$ cat config.mk
export PLATFORM = sky130hd
export DESIGN_NAME = gpio_port_ovr
export DESIGN_NICKNAME = d
export VERILOG_FILES = /design/src/rtl/gpio_ovr_pkg.sv /design/src/rtl/gpio_in_sync.sv /design/src/rtl/gpio_regs.sv /design/src/rtl/gpio_own_fsm.sv /design/src/rtl/gpio_pin_mux.sv /design/src/rtl/gpio_port_ovr.sv
export SDC_FILE = /design/constraint.sdc
export NUM_CORES = 1
export LEC_CHECK = 0
export BUFFER_PORTS_ARGS = -buffer_cell sky130_fd_sc_hd__buf_4
export CORE_ASPECT_RATIO = 1.5
export CORE_UTILIZATION = 40
export DETAILED_ROUTE_END_ITERATION = 10
export PLACE_DENSITY = 0.74
export SKIP_CTS_REPAIR_TIMING = 1
export SYNTH_ARGS = -nofsm -noshare
export SYNTH_HDL_FRONTEND = slang
export SYNTH_SLANG_ARGS = --single-unit
$ cat constraint.sdc
create_clock -name clk -period 2.15 [get_ports clk]
set_input_delay 0.215 -clock clk [delete_from_list [all_inputs] [get_ports clk]]
set_output_delay 0.215 -clock clk [all_outputs]
set_load 0.1 [all_outputs]
$ cat src/rtl/gpio_ovr_pkg.sv
package gpio_ovr_pkg;

    typedef enum logic [1:0] {
        SEL_DATA = 2'd0,
        SEL_PULL = 2'd1,
        SEL_SLEW = 2'd2,
        SEL_DIR  = 2'd3
    } reg_sel_e;

    typedef enum logic {
        OWN_DEBUG = 1'b0,
        OWN_PORT  = 1'b1
    } dbg_state_e;

    typedef struct packed {
        logic out;
        logic oe;
        logic pu;
    } fn_ctl_t;

endpackage

$ cat src/rtl/gpio_in_sync.sv
module gpio_in_sync #(
    parameter int unsigned NPINS  = 4,
    parameter int unsigned STAGES = 2
) (
    input  logic             clk,
    input  logic             rst_n,
    input  logic [NPINS-1:0] pin_async,
    output logic [NPINS-1:0] pin_sync
);
    logic [STAGES-1:0][NPINS-1:0] stage_q;

    generate
        for (genvar s = 0; s < STAGES; s++) begin : g_stage
            always_ff @(posedge clk or negedge rst_n) begin
                if (!rst_n) begin
                    stage_q[s] <= '0;
                end else if (s == 0) begin
                    stage_q[s] <= pin_async;
                end else begin
                    stage_q[s] <= stage_q[(s == 0) ? 0 : s - 1];
                end
            end
        end
    endgenerate

    assign pin_sync = stage_q[STAGES-1];
endmodule

$ cat src/rtl/gpio_regs.sv
module gpio_regs
    import gpio_ovr_pkg::*;
#(
    parameter int unsigned NPINS  = 4,
    parameter int unsigned BUS_W  = 8,
    parameter int unsigned ADDR_W = 2
) (
    input  logic              clk,
    input  logic              rst_n,
    input  logic              wr,
    input  logic [ADDR_W-1:0] addr,
    input  logic [BUS_W-1:0]  wdata,
    input  logic [NPINS-1:0]  pin_sync,
    output logic [NPINS-1:0]  data_q,
    output logic [NPINS-1:0]  pull_q,
    output logic [NPINS-1:0]  slew_q,
    output logic [NPINS-1:0]  dir_q,
    output logic [BUS_W-1:0]  rdata
);
    reg_sel_e         sel;
    logic [NPINS-1:0] wbits;

    assign sel   = reg_sel_e'(addr);
    assign wbits = wdata[NPINS-1:0];

    always_ff @(posedge clk or negedge rst_n) begin
        if (!rst_n) begin
            data_q <= '0;
            pull_q <= '0;
            slew_q <= '0;
            dir_q  <= '0;
        end else if (wr) begin
            unique case (sel)
                SEL_DATA: data_q <= wbits;
                SEL_PULL: pull_q <= wbits;
                SEL_SLEW: slew_q <= wbits;
                SEL_DIR:  dir_q  <= wbits;
                default:  ;
            endcase
        end
    end

    always_comb begin
        rdata = '0;
        unique case (sel)
            SEL_DATA: rdata[NPINS-1:0] = (dir_q & data_q) | (~dir_q & pin_sync);
            SEL_PULL: rdata[NPINS-1:0] = pull_q;
            SEL_SLEW: rdata[NPINS-1:0] = slew_q;
            SEL_DIR:  rdata[NPINS-1:0] = dir_q;
            default:  rdata = '0;
        endcase
    end

    AST_DIR_WRITE: assert property (@(posedge clk) disable iff (!rst_n)
        (wr && sel == SEL_DIR) |=> (dir_q == $past(wbits)));
    AST_DATA_HOLD: assert property (@(posedge clk) disable iff (!rst_n)
        (!wr) |=> $stable(data_q));
endmodule

$ cat src/rtl/gpio_own_fsm.sv
module gpio_own_fsm
    import gpio_ovr_pkg::*;
(
    input  logic clk,
    input  logic rst_n,
    input  logic release_i,
    output logic owned_o
);
    dbg_state_e state_q, state_d;

    always_ff @(posedge clk or negedge rst_n) begin
        if (!rst_n) state_q <= OWN_DEBUG;
        else        state_q <= state_d;
    end

    always_comb begin
        state_d = state_q;
        owned_o = 1'b0;
        unique case (state_q)
            OWN_DEBUG: begin
                owned_o = 1'b1;
                if (release_i) state_d = OWN_PORT;
            end
            OWN_PORT: begin
                owned_o = 1'b0;
            end
            default: state_d = OWN_DEBUG;
        endcase
    end

    AST_DBG_STICKY: assert property (@(posedge clk) disable iff (!rst_n)
        (state_q == OWN_PORT) |=> (state_q == OWN_PORT));
    AST_DBG_HOLD: assert property (@(posedge clk) disable iff (!rst_n)
        (state_q == OWN_DEBUG && !release_i) |=> (state_q == OWN_DEBUG));
endmodule

$ cat src/rtl/gpio_pin_mux.sv
module gpio_pin_mux
    import gpio_ovr_pkg::*;
(
    input  logic    clk,
    input  logic    rst_n,
    input  logic    owned_i,
    input  fn_ctl_t fn_i,
    input  logic    r_data,
    input  logic    r_dir,
    input  logic    r_pull,
    input  logic    r_slew,
    output logic    pad_out,
    output logic    pad_oe,
    output logic    pad_pu,
    output logic    pad_slew
);
    always_comb begin
        if (owned_i) begin
            pad_out  = fn_i.out;
            pad_oe   = fn_i.oe;
            pad_pu   = fn_i.pu;
            pad_slew = 1'b0;
        end else begin
            pad_out  = r_dir & r_data;
            pad_oe   = r_dir;
            pad_pu   = r_pull & ~r_dir;
            pad_slew = r_slew & r_dir;
        end
    end

    AST_PU_OFF_OUT: assert property (@(posedge clk) disable iff (!rst_n)
        (!owned_i && pad_oe) |-> !pad_pu);
    AST_SLEW_PORT_ONLY: assert property (@(posedge clk) disable iff (!rst_n)
        pad_slew |-> (pad_oe && !owned_i));
    AST_OWNED_NO_SLEW: assert property (@(posedge clk) disable iff (!rst_n)
        owned_i |-> !pad_slew);
endmodule

$ cat src/rtl/gpio_port_ovr.sv
module gpio_port_ovr
    import gpio_ovr_pkg::*;
#(
    parameter int unsigned NPINS   = 4,
    parameter int unsigned BUS_W   = 8,
    parameter int unsigned DBG_PIN = 0,
    parameter int unsigned OSC_LO  = 1,
    parameter int unsigned OSC_N   = 2,
    parameter int unsigned SYNC_N  = 2
) (
    input  logic             clk,
    input  logic             rst_n,
    input  logic [1:0]       bus_addr,
    input  logic             bus_wr,
    input  logic [BUS_W-1:0] bus_wdata,
    output logic [BUS_W-1:0] bus_rdata,
    input  logic [NPINS-1:0] pad_in,
    output logic [NPINS-1:0] pad_out,
    output logic [NPINS-1:0] pad_oe,
    output logic [NPINS-1:0] pad_pu,
    output logic [NPINS-1:0] pad_slew,
    input  logic             dbg_release,
    input  logic             dbg_out,
    input  logic             dbg_oe,
    input  logic             dbg_pu,
    output logic             dbg_owned,
    input  logic             osc_claim,
    input  logic [OSC_N-1:0] osc_out,
    input  logic [OSC_N-1:0] osc_oe,
    input  logic [OSC_N-1:0] osc_pu
);
    localparam int unsigned OSC_HI = OSC_LO + OSC_N - 1;

    logic [NPINS-1:0] pin_sync;
    logic [NPINS-1:0] data_q, pull_q, slew_q, dir_q;
    logic             dbg_hold;

    gpio_in_sync #(.NPINS(NPINS), .STAGES(SYNC_N)) u_sync (
        .clk       (clk),
        .rst_n     (rst_n),
        .pin_async (pad_in),
        .pin_sync  (pin_sync)
    );

    gpio_regs #(.NPINS(NPINS), .BUS_W(BUS_W), .ADDR_W(2)) u_regs (
        .clk      (clk),
        .rst_n    (rst_n),
        .wr       (bus_wr),
        .addr     (bus_addr),
        .wdata    (bus_wdata),
        .pin_sync (pin_sync),
        .data_q   (data_q),
        .pull_q   (pull_q),
        .slew_q   (slew_q),
        .dir_q    (dir_q),
        .rdata    (bus_rdata)
    );

    gpio_own_fsm u_own (
        .clk       (clk),
        .rst_n     (rst_n),
        .release_i (dbg_release),
        .owned_o   (dbg_hold)
    );

    assign dbg_owned = dbg_hold;

    generate
        for (genvar p = 0; p < NPINS; p++) begin : g_pin
            logic    owned;
            fn_ctl_t fn;

            if (p == DBG_PIN) begin : g_dbg
                assign owned = dbg_hold;
                assign fn    = '{out: dbg_out, oe: dbg_oe, pu: dbg_pu};
            end else if (p >= OSC_LO && p <= OSC_HI) begin : g_osc
                localparam int unsigned K = p - OSC_LO;
                assign owned = osc_claim;
                assign fn    = '{out: osc_out[K], oe: osc_oe[K], pu: osc_pu[K]};
            end else begin : g_plain
                assign owned = 1'b0;
                assign fn    = '{out: 1'b0, oe: 1'b0, pu: 1'b0};
            end

            gpio_pin_mux u_mux (
                .clk      (clk),
                .rst_n    (rst_n),
                .owned_i  (owned),
                .fn_i     (fn),
                .r_data   (data_q[p]),
                .r_dir    (dir_q[p]),
                .r_pull   (pull_q[p]),
                .r_slew   (slew_q[p]),
                .pad_out  (pad_out[p]),
                .pad_oe   (pad_oe[p]),
                .pad_pu   (pad_pu[p]),
                .pad_slew (pad_slew[p])
            );
        end
    endgenerate

    AST_RD_HIGH_ZERO: assert property (@(posedge clk) disable iff (!rst_n)
        (bus_wr && bus_addr == 2'd3) |=> (bus_addr != 2'd3 || bus_rdata[BUS_W-1:NPINS] == '0));
endmodule

### Word-level counts from Yosys, hierarchy flattened

Cells that the tools add are included.

| operators by class | value |
|---|---|
| shifts and indexed selects | 0 |
| multipliers | 0 |
| order comparisons | 0 |
| add/sub/neg operators | 0 |
| equality and inequality tests | 3 |
| bitwise operators | 21 |
| divide/modulo/power cells | 0 |
| reductions and logical operators | 5 |
| muxes and demuxes | 16 |

Operators by type and width:

| operator | number |
|---|---|
| one-hot mux 4 bit (4 select lines) | 1 |
| 2-to-1 mux 1 bit | 14 |
| AND 1 bit | 12 |
| AND 4 bit | 2 |
| AND reduction 2 bit | 4 |
| NOT 1 bit | 5 |
| equality test 2 bit, second input constant | 2 |
| NOT 4 bit | 1 |
| bitwise OR 4 bit | 1 |
| equality test 2 x 1 -> 1 bit, second input constant | 1 |
| logical NOT 2 bit | 1 |
| one-hot mux 1 bit (2 select lines) | 1 |

| word-level totals | value |
|---|---|
| ROM bits | 0 |
| bits of input ports | 28 |
| latch bits | 0 |
| output and inout bits | 25 |
| bits in registers | 25 |
| memory bits (writable) | 0 |
| word-level logic and storage cells | 52 |
| memories | 0 |

### Longest topological paths before layout

Gate-level depths: netlist of run 1.

| depth | value |
|---|---|
| word-level depth | 4 |
| mapped depth | 4 |
| mapped depth without buffers | 2 |

### Hierarchy

From an unflattened synthesis of run 1, not the netlist that was laid out.

| second synthesis, totals | value |
|---|---|
| cells, all modules | 95 |
| area, all modules | 1270.0 um^2 |

Modules (own cells, without submodules):

| module | area each (um^2) | seq. area each (um^2) | times used | cells each |
|---|---|---|---|---|
| gpio_regs | 815.8 | 400.4 | 1 | 51 |
| gpio_in_sync | 230.2 | 200.2 | 1 | 12 |
| gpio_pin_mux | 46.3 | 0.0 | 4 | 7 |
| gpio_own_fsm | 35.0 | 25.0 | 1 | 3 |
| gpio_port_ovr | 3.8 | 0.0 | 1 | 1 |

### Worst setup path before layout of run 1

No wires, ideal clock.

| path | value |
|---|---|
| path type | reg-to-output |
| start point | reg u_regs.dir_q[3] |
| end point | out bus_rdata[3] |
| arrival | 1437 ps |
| buffers on the path | 0 |
| cell stages (with the launch flop) | 3 |
| path slack | 498 ps |
| cells stage by stage | dfrtp_1 -> mux2_1 -> mux4_2 |

| on the way | value |
|---|---|
| word-level cells in the longest chain between the ends | 4 |
| elaborated cells on any way between the ends | 5 |

Ends and longest elaborated chain:

| element | RTL line | source |
|---|---|---|
| start: declaration | gpio_regs.sv:17 | `output logic [NPINS-1:0] dir_q,` |
| start signal: assignment | gpio_regs.sv:37 | `SEL_DIR: dir_q <= wbits;` |
| NOT 4 bit | gpio_regs.sv:46 | `SEL_DATA: rdata[NPINS-1:0] = (dir_q & data_q) \| (~dir_q & pin_sync);` |
| AND 4 bit | gpio_regs.sv:46 |  |
| bitwise OR 4 bit | gpio_regs.sv:46 |  |
| one-hot mux 4 bit (4 select lines) * | gpio_regs.sv:45 | `unique case (sel)` |
| end: declaration | gpio_port_ovr.sv:16 | `output logic [BUS_W-1:0] bus_rdata,` |

Every way passes the cells marked *; elsewhere a longest branch is shown, timed or not.

### Worst setup path in the final report of run 1

| path | value |
|---|---|
| start point | reg u_regs.dir_q[0] |
| end point | out bus_rdata[0] |

The elaborated chain is that of the path after synthesis.

==> results.cfg, run 1 <==
[synthesis]
ys_warn_count = 0
synth_cell_type_count = 20
syn_avg_cell_area_um2 = 12.1
syn_inst = 108
syn_area_um2 = 1310
ys_seq_area_share_pct = 47.8
ys_seq_elements = 25

[final_layout]
multi_input_area_um2 = 520
layout.cells.non_filler = 177
layout_commonest_cell = buf_4
drive_gt1_share_pct = 38.0
nNetsFinal = 166
final_cell_mix = buf_4 (44), dfrtp_1 (25), mux2_1 (23)
seq_area_um2 = 626
area_growth_pct = 21.6
antenna_cells = 0
num-fill-cells = 300

[place]
preCtsSetupSlack_ns = 0.437
dp.cells = 172
port_buffers = 44
detailed_place_hpwl_mm = 1.65
gp_congestion = 0.727

[job]
max-cap-violations = 0

[min_path]
hold_start = pad_in[3]
hold_class = in -> reg

[global_routing]
grt-ovfl-total = 0
antenna_found_initial = 0
grt_pass1_wl_mm = 3.67
grt_max_degree = 26
grt_usage_pct = 13.7
grt_pass1_vias = 800

[clock_network]
cts_max_path_buffers = 2
clock_sinks = 25
cts-buffers-inserted = 3
root_buffer = clkbuf_8
cts_tree = built
clk_latency_ns = 0.26
clk_pin_slew_ns = 0.08
htree_levels = 1

[drt]
avgRoutedWirePerCell_um = 12.4
drt_pass1_iterations = 4
drc_errors = 0
postRouteAntennaNets = 0
wl_mm = 2.19
vias = 841
viasPerCell = 4.75
drt-initial-drc-count = 30

[timing]
fin_crit_ns = 2.00
setup_viol = 0
min_period_over_period_pct = 93.0
final.setup.tns_ns = 0
clock-skew-final_ns = 0.00168
timing.fmax_mhz = 500
slew_viol_final = 0
finalHoldViolations = 0
rsz0062_at_grt = no
setup_slack_ns = 0.151

[floorplan]
die-area_um2 = 3510
ios = 53
floorplan.initialDensity_pct = 41.9
core_um2 = 3130
die_w_um = 48.7
rows = 25
die_h_um = 72.1

[power_and_ir_drop]
p_leak_nw = 0.750
powerDensity_nw_per_um2 = 1050
finalPower_mw = 1.67
peakVddDrop_v = 0.000718

[worst_setup_path]
critPathKind = reg -> out
r2r-start = u_regs.dir_q[0]
cp-end-kind = output port
cp_data_arrival_time_ns = 1.78
cp_max_fo = 7
ff2ff_setup_slack_ns = 1.27
worstSetupStartpoint = u_regs.dir_q[0]
crit_path_start_kind = flip-flop
required_ns = 1.93

[status]
run_status = complete, no violations
-- critical path, cell delays in order (launching register included) --
cell     delay (ns)
dfrtp_1        0.46
mux2_1         0.36
mux4_2         0.46
buf_4          0.25
-- synthesized netlist by cell type (all sizes together) --
cell     n  area share (%)
mux2    23              20
nand3b   3             1.7
and3     1            0.48
o21ai    6             2.3
nor3b    1            0.95
inv      3            0.86
nand2    8             2.3
clkbuf   1            0.29
nand2b   2            0.95
mux4     4             6.9
nor2     2            0.57
dfrtp   25              48
nor2b    1            0.48
conb     1            0.29
buf     22              12
nand3    2            0.76
or2      1            0.48
and2     2            0.95
-- metrics by stage --
stage          hold WS [ns]  utilization (%)  area [um^2]
2_1_floorplan       -0.0806                -         1320
3_3_place_gp          0.127             49.2         1540
3_5_place_dp          0.135             49.2         1540
4_1_cts              -0.159             50.6         1580
5_1_grt              0.0391             50.9         1590
6_report             0.0538             50.9         1590
-- power by group --
group | switching [mW] | total [mW] | leakage [nW] | internal [mW]
Combinational | 0.609 | 0.814 | 0.436 | 0.205
Sequential | 0.0544 | 0.589 | 0.291 | 0.535
Clock | 0.134 | 0.266 | 0.0228 | 0.132
-- final timing paths --
| path | to | depth (start not counted) |
|---|---|---|
| max in group asynchronous | u_regs.data_q[0] | 2 |
| max | bus_rdata[0] | 3 |
| min reg2reg | u_sync.pin_sync[2] | 0 |
| min | u_sync.stage_q[3] | 1 |
| max reg2reg | u_regs.dir_q[0] | 1 |
| min in group asynchronous | u_sync.stage_q[1] | 2 |
-- state kept, by name, indices dropped and copies added, names as in the netlist --
signal,flops
u_regs.data_q,4
u_regs.dir_q,4
u_regs.pull_q,4
u_regs.slew_q,4
u_sync.pin_sync,4
u_sync.stage_q,4
u_own.state_q,1
-- cell type report --
type	instances	area share [%]
well taps	40	3.14
clock buffers	4	2.83
multi-input cells	60	32.7
inverters	3	0.707
flip-flops and latches	25	39.3
repair buffers	45	21.4
-- cells by family (layout without fill, tap and decap cells) --
kind of cell           count (synthesis)  in the layout  synth area share (%)
buffers and inverters                 26             52                  13.4
multiplexers                          27             27                  26.6
flip-flops                            25             25                  47.8
AND/OR/NAND/NOR                       23             23                  9.65
AO/OA/AOI/OAI                          6              6                  2.29
other                                  1              4                 0.286
-- layer usage --
layer,share of wire (%),GRT usage (%)
met1,42,17.0
met2,49,22.2
met3,5.9,2.10
met4,2.8,8.82
met5,0,0
Note: power is estimated with default switching activity, not from simulation.
==> run 2, diff against run 1 <==
--- a/config.mk
+++ b/config.mk
@@ -7,9 +7,10 @@
 export LEC_CHECK = 0
 export BUFFER_PORTS_ARGS = -buffer_cell sky130_fd_sc_hd__buf_4
 export CORE_ASPECT_RATIO = 1.5
-export CORE_UTILIZATION = 40
+export CORE_UTILIZATION = 32
 export DETAILED_ROUTE_END_ITERATION = 10
-export PLACE_DENSITY = 0.74
+export GPL_TIMING_DRIVEN = 0
+export PLACE_DENSITY = 0.63
 export SKIP_CTS_REPAIR_TIMING = 1
 export SYNTH_ARGS = -nofsm -noshare
 export SYNTH_HDL_FRONTEND = slang
==> run 2 against run 1 <==
  * The flow now finishes with violations (DRC)
  * Clock power rose by 5%
  * Register-to-register slack barely moved
  * Final cell count rose by 15%
  * Critical path type unchanged
  * Highest routed layer unchanged
==> results.cfg, run 2 (synthesis gave the netlist of run 1 again) <==
[global_routing]
grt_pass1_wl_mm = 3.98
grt-ovfl-total = 0
antenna_found_initial = 0
grt_usage_pct = 12.5
grt_pass1_vias = 934
grt_max_degree = 26

[timing]
setup_viol = 0
min_period_over_period_pct = 92.7
slew_viol_final = 0
timing.hold.ws_ns = 0.0469
finalHoldViolations = 0
final.setup.tns_ns = 0
clock-skew-final_ns = 0.000158
fin_crit_ns = 1.99
rsz0062_at_grt = no
timing.fmax_mhz = 501

[drt]
drc_errors = 1
vias = 911
viasPerCell = 4.49
postRouteAntennaNets = 0
drt-initial-drc-count = 9
avgRoutedWirePerCell_um = 12.3
wl_mm = 2.50
drt_pass1_iterations = 6

[floorplan]
rows = 28
floorplan.initialDensity_pct = 33.4
ios = 53
die_w_um = 54.2
die_h_um = 80.4
core_um2 = 3920
die-area_um2 = 4360

[worst_setup_path]
critPathKind = reg -> out
cp_data_arrival_time_ns = 1.78
required_ns = 1.93
cp_max_fo = 7
r2r-start = u_regs.dir_q[3]
cp-end-kind = output port
worstSetupStartpoint = u_regs.dir_q[3]
crit_path_start_kind = flip-flop

[status]
violations = DRC
run_status = finished with violations

[min_path]
hold_start = pad_in[3]
hold_class = in -> reg

[power_and_ir_drop]
p_leak_nw = 0.851
peakVddDrop_v = 0.000575
powerDensity_nw_per_um2 = 1000
finalPower_mw = 1.76

[clock_network]
cts_max_path_buffers = 2
cts_tree = built
root_buffer = clkbuf_8
htree_levels = 1
clk_latency_ns = 0.26
clk_pin_slew_ns = 0.09
clock_sinks = 25
cts-buffers-inserted = 3

[job]
max-cap-violations = 0

[final_layout]
drive_gt1_share_pct = 46.2
area_growth_pct = 33.7
final_core_util_pct = 44.6
nNetsFinal = 187
layout_commonest_cell = buf_4
antenna_cells = 0
final_area_um2 = 1750
final_cell_mix = buf_4 (62), dfrtp_1 (25), mux2_1 (23)

[place]
postPlaceCellArea_um2 = 1690
port_buffers = 42
detailed_place_hpwl_mm = 1.92
gp_congestion = 0.659
## run 2: cell types whose count changed in the layout (fill, tap and decap cells not counted), sizes merged
| cell | change |
|---|---|
| buf | +20 |
| clkinvlp | +1 |
## run 2: area by class of cell
class	count	area (um^2)
Fill cell	394	2170
Sequential cell	25	626
Multi-Input combinational cell	60	520
Timing Repair Buffer	43	325
Buffer	23	164
Tap cell	45	56.3
Clock buffer	3	41.3
Inverter	3	11.3
Clock inverter	1	7.51
## run 2: routing by layer
layer / wire (um) / vias up / global-route usage (%) / part of all wire, %
met5: 0 / - / 0 / 0
li1: - / 441 / - / -
met4: 29 / 0 / 5.38 / 1.2
met1: 1010 / 431 / 14.6 / 40
met3: 147 / 2 / 1.52 / 5.9
met2: 1320 / 37 / 21.8 / 53
## run 2: worst max-delay path, stage by stage (launching register included)
cell	delay [ns]
dfrtp_1	0.46
mux2_1	0.34
mux4_2	0.46
buf_4	0.25
## run 2: worst paths after layout
kind	end	slack [ns]	depth (start not counted)
worst min register to register	u_sync.pin_sync[2]	0.35	0
worst min-delay path	u_sync.stage_q[3]	0.05	1
max in group asynchronous	u_sync.stage_q[2]	1.53	2
worst max-delay path	bus_rdata[3]	0.16	3
min in group asynchronous	u_sync.stage_q[3]	0.37	2
worst max register to register	u_regs.dir_q[3]	1.26	1
## run 2: metrics by stage
step	setup WS [ns]	std cells
floorplan	0.498	111
global placement	0.454	198
detailed placement	0.443	198
CTS	0.145	202
global route	0.0575	203
finish	0.156	203
## run 2: power by group
group          internal, mW  switching (mW)
Clock                 0.131           0.147
Combinational         0.262           0.625
Sequential            0.535          0.0570
Total                 0.928           0.829
==> run 3, diff against run 2 <==
--- a/config.mk
+++ b/config.mk
@@ -10,7 +10,7 @@
 export CORE_UTILIZATION = 32
 export DETAILED_ROUTE_END_ITERATION = 10
 export GPL_TIMING_DRIVEN = 0
-export PLACE_DENSITY = 0.63
+export PLACE_DENSITY_LB_ADDON = 0.1
 export SKIP_CTS_REPAIR_TIMING = 1
 export SYNTH_ARGS = -nofsm -noshare
 export SYNTH_HDL_FRONTEND = slang
==> run 3 against run 2 <==
  * Final cell count unchanged
  * Cell area is 0.14% lower
  * Non-clock buffer count unchanged
  * Maximum frequency decreased by 1.2%
  * The run now ends clean
  * Utilization is 0.064 points lower
  * First-iteration DRC count up 140%
  * Hold slack got worse by 0.00051 ns
==> results.cfg, run 3 (synthesis gave the netlist of run 1 again) <==
[status]
run_status = complete, no violations

[clock_network]
cts-buffers-inserted = 3
clk_latency_ns = 0.27
cts_tree = built
root_buffer = clkbuf_8
clock_sinks = 25
htree_levels = 1
clk_pin_slew_ns = 0.08
cts_max_path_buffers = 2

[final_layout]
area_growth_pct = 33.5
final_cell_mix = buf_4 (62), dfrtp_1 (25), mux2_1 (23)
layout_commonest_cell = buf_4
nNetsFinal = 187
antenna_cells = 0
num-fill-cells = 391
drive_gt1_share_pct = 46.2

[timing]
setup_viol = 0
final.setup.tns_ns = 0
timing.fmax_mhz = 496
min_period_over_period_pct = 93.9
clock-skew-final_ns = 0.000934
finalHoldViolations = 0
rsz0062_at_grt = no
fin_crit_ns = 2.02
slew_viol_final = 0

[global_routing]
antenna_found_initial = 0
grt_max_degree = 26
grt_pass1_wl_mm = 3.88
grt_pass1_vias = 846
grt_usage_pct = 12.8
grt-ovfl-total = 0

[floorplan]
die_h_um = 80.4
floorplan.initialDensity_pct = 33.4
die-area_um2 = 4360
ios = 53
rows = 28
die_w_um = 54.2
core_um2 = 3920

[drt]
avgRoutedWirePerCell_um = 11.9
vias = 905
drc_errors = 0
viasPerCell = 4.46
drt-initial-drc-count = 22
drt_pass1_iterations = 4
postRouteAntennaNets = 0
wl_mm = 2.41

[worst_setup_path]
slowest_stage = mux4_2
cp_data_arrival_time_ns = 1.80
path_cells = mux2_1 > mux4_2 > buf_4
cp_num_buf_inv = 1
required_ns = 1.93
cp-end-kind = output port
crit_path_start_kind = flip-flop
r2r_cells = 1
ff2ff_setup_slack_ns = 1.25
cp_max_fo = 7
reg2reg_to = u_regs.dir_q[3]
cp_top_family = multiplexers
critPathMaxStageDelay_ns = 0.47
r2r-start = u_regs.dir_q[3]
critPathKind = reg -> out

[min_path]
hold_start = pad_in[1]
hold_class = in -> reg
min_to = u_sync.stage_q[1]
hold_depth = 1

[power_and_ir_drop]
p_leak_nw = 0.855
peakVddDrop_v = 0.000544
powerDensity_nw_per_um2 = 1000
finalPower_mw = 1.75

[job]
max-cap-violations = 0

[place]
gp_congestion = 0.663
detailed_place_hpwl_mm = 1.83
port_buffers = 42
==> run 3: changes by cell type in the layout (fill, tap and decap cells not counted) <==
| cell | previous run | this run |
|---|---|---|
| clkinvlp_4 | 1 | 0 |
| clkinv_2 | 0 | 1 |
==> run 3: area by class of cell <==
type,count,area (um^2),area share [%]
Clock buffer,3,41.3,2.36
Multi-Input combinational cell,60,520,29.8
Timing Repair Buffer,43,325,18.6
Clock inverter,1,5.00,0.286
Buffer,23,164,9.37
Inverter,3,11.3,0.644
Tap cell,45,56.3,3.22
Sequential cell,25,626,35.8
==> run 3: worst max-delay path by stage <==
stage,from,endpoint,slack [ns],cells after the start
finish,u_regs.dir_q[3],bus_rdata[3],0.13,3
global route,u_regs.dir_q[0],bus_rdata[0],0.07,3
CTS,u_regs.dir_q[0],bus_rdata[0],0.12,3
detailed placement,u_regs.dir_q[0],bus_rdata[0],0.44,3
global placement,u_regs.dir_q[0],bus_rdata[0],0.44,3
floorplan,u_regs.dir_q[3],bus_rdata[3],0.50,2
==> run 3: through the flow <==
| step | setup slack [ns] | cell area (um^2) | hold slack, ns | utilization (%) | std cells |
|---|---|---|---|---|---|
| 6_report | 0.132 | 1750 | 0.0464 | 44.6 | 203 |
| 5_1_grt | 0.0680 | 1750 | 0.0266 | 44.6 | 203 |
| 4_1_cts | 0.119 | 1740 | -0.156 | 44.3 | 202 |
| 3_5_place_dp | 0.436 | 1690 | 0.139 | 43.1 | 198 |
| 3_3_place_gp | 0.443 | 1690 | 0.131 | 43.1 | 198 |
| 2_1_floorplan | 0.498 | 1320 | -0.0806 | - | 111 |
==> run 3: per-layer routing <==
metal	vias up	global-route usage, %	wire [um]
met5	-	0	0
met4	0	6.92	57
met3	5	1.14	154
met2	41	22.7	1210
met1	413	14.1	981
li1	446	-	-
==> run 3: power breakdown <==
group          internal [mW]  leakage [nW]  switching (mW)
Clock                  0.130        0.0255           0.145
Combinational          0.262         0.538           0.622
Sequential             0.534         0.291          0.0564
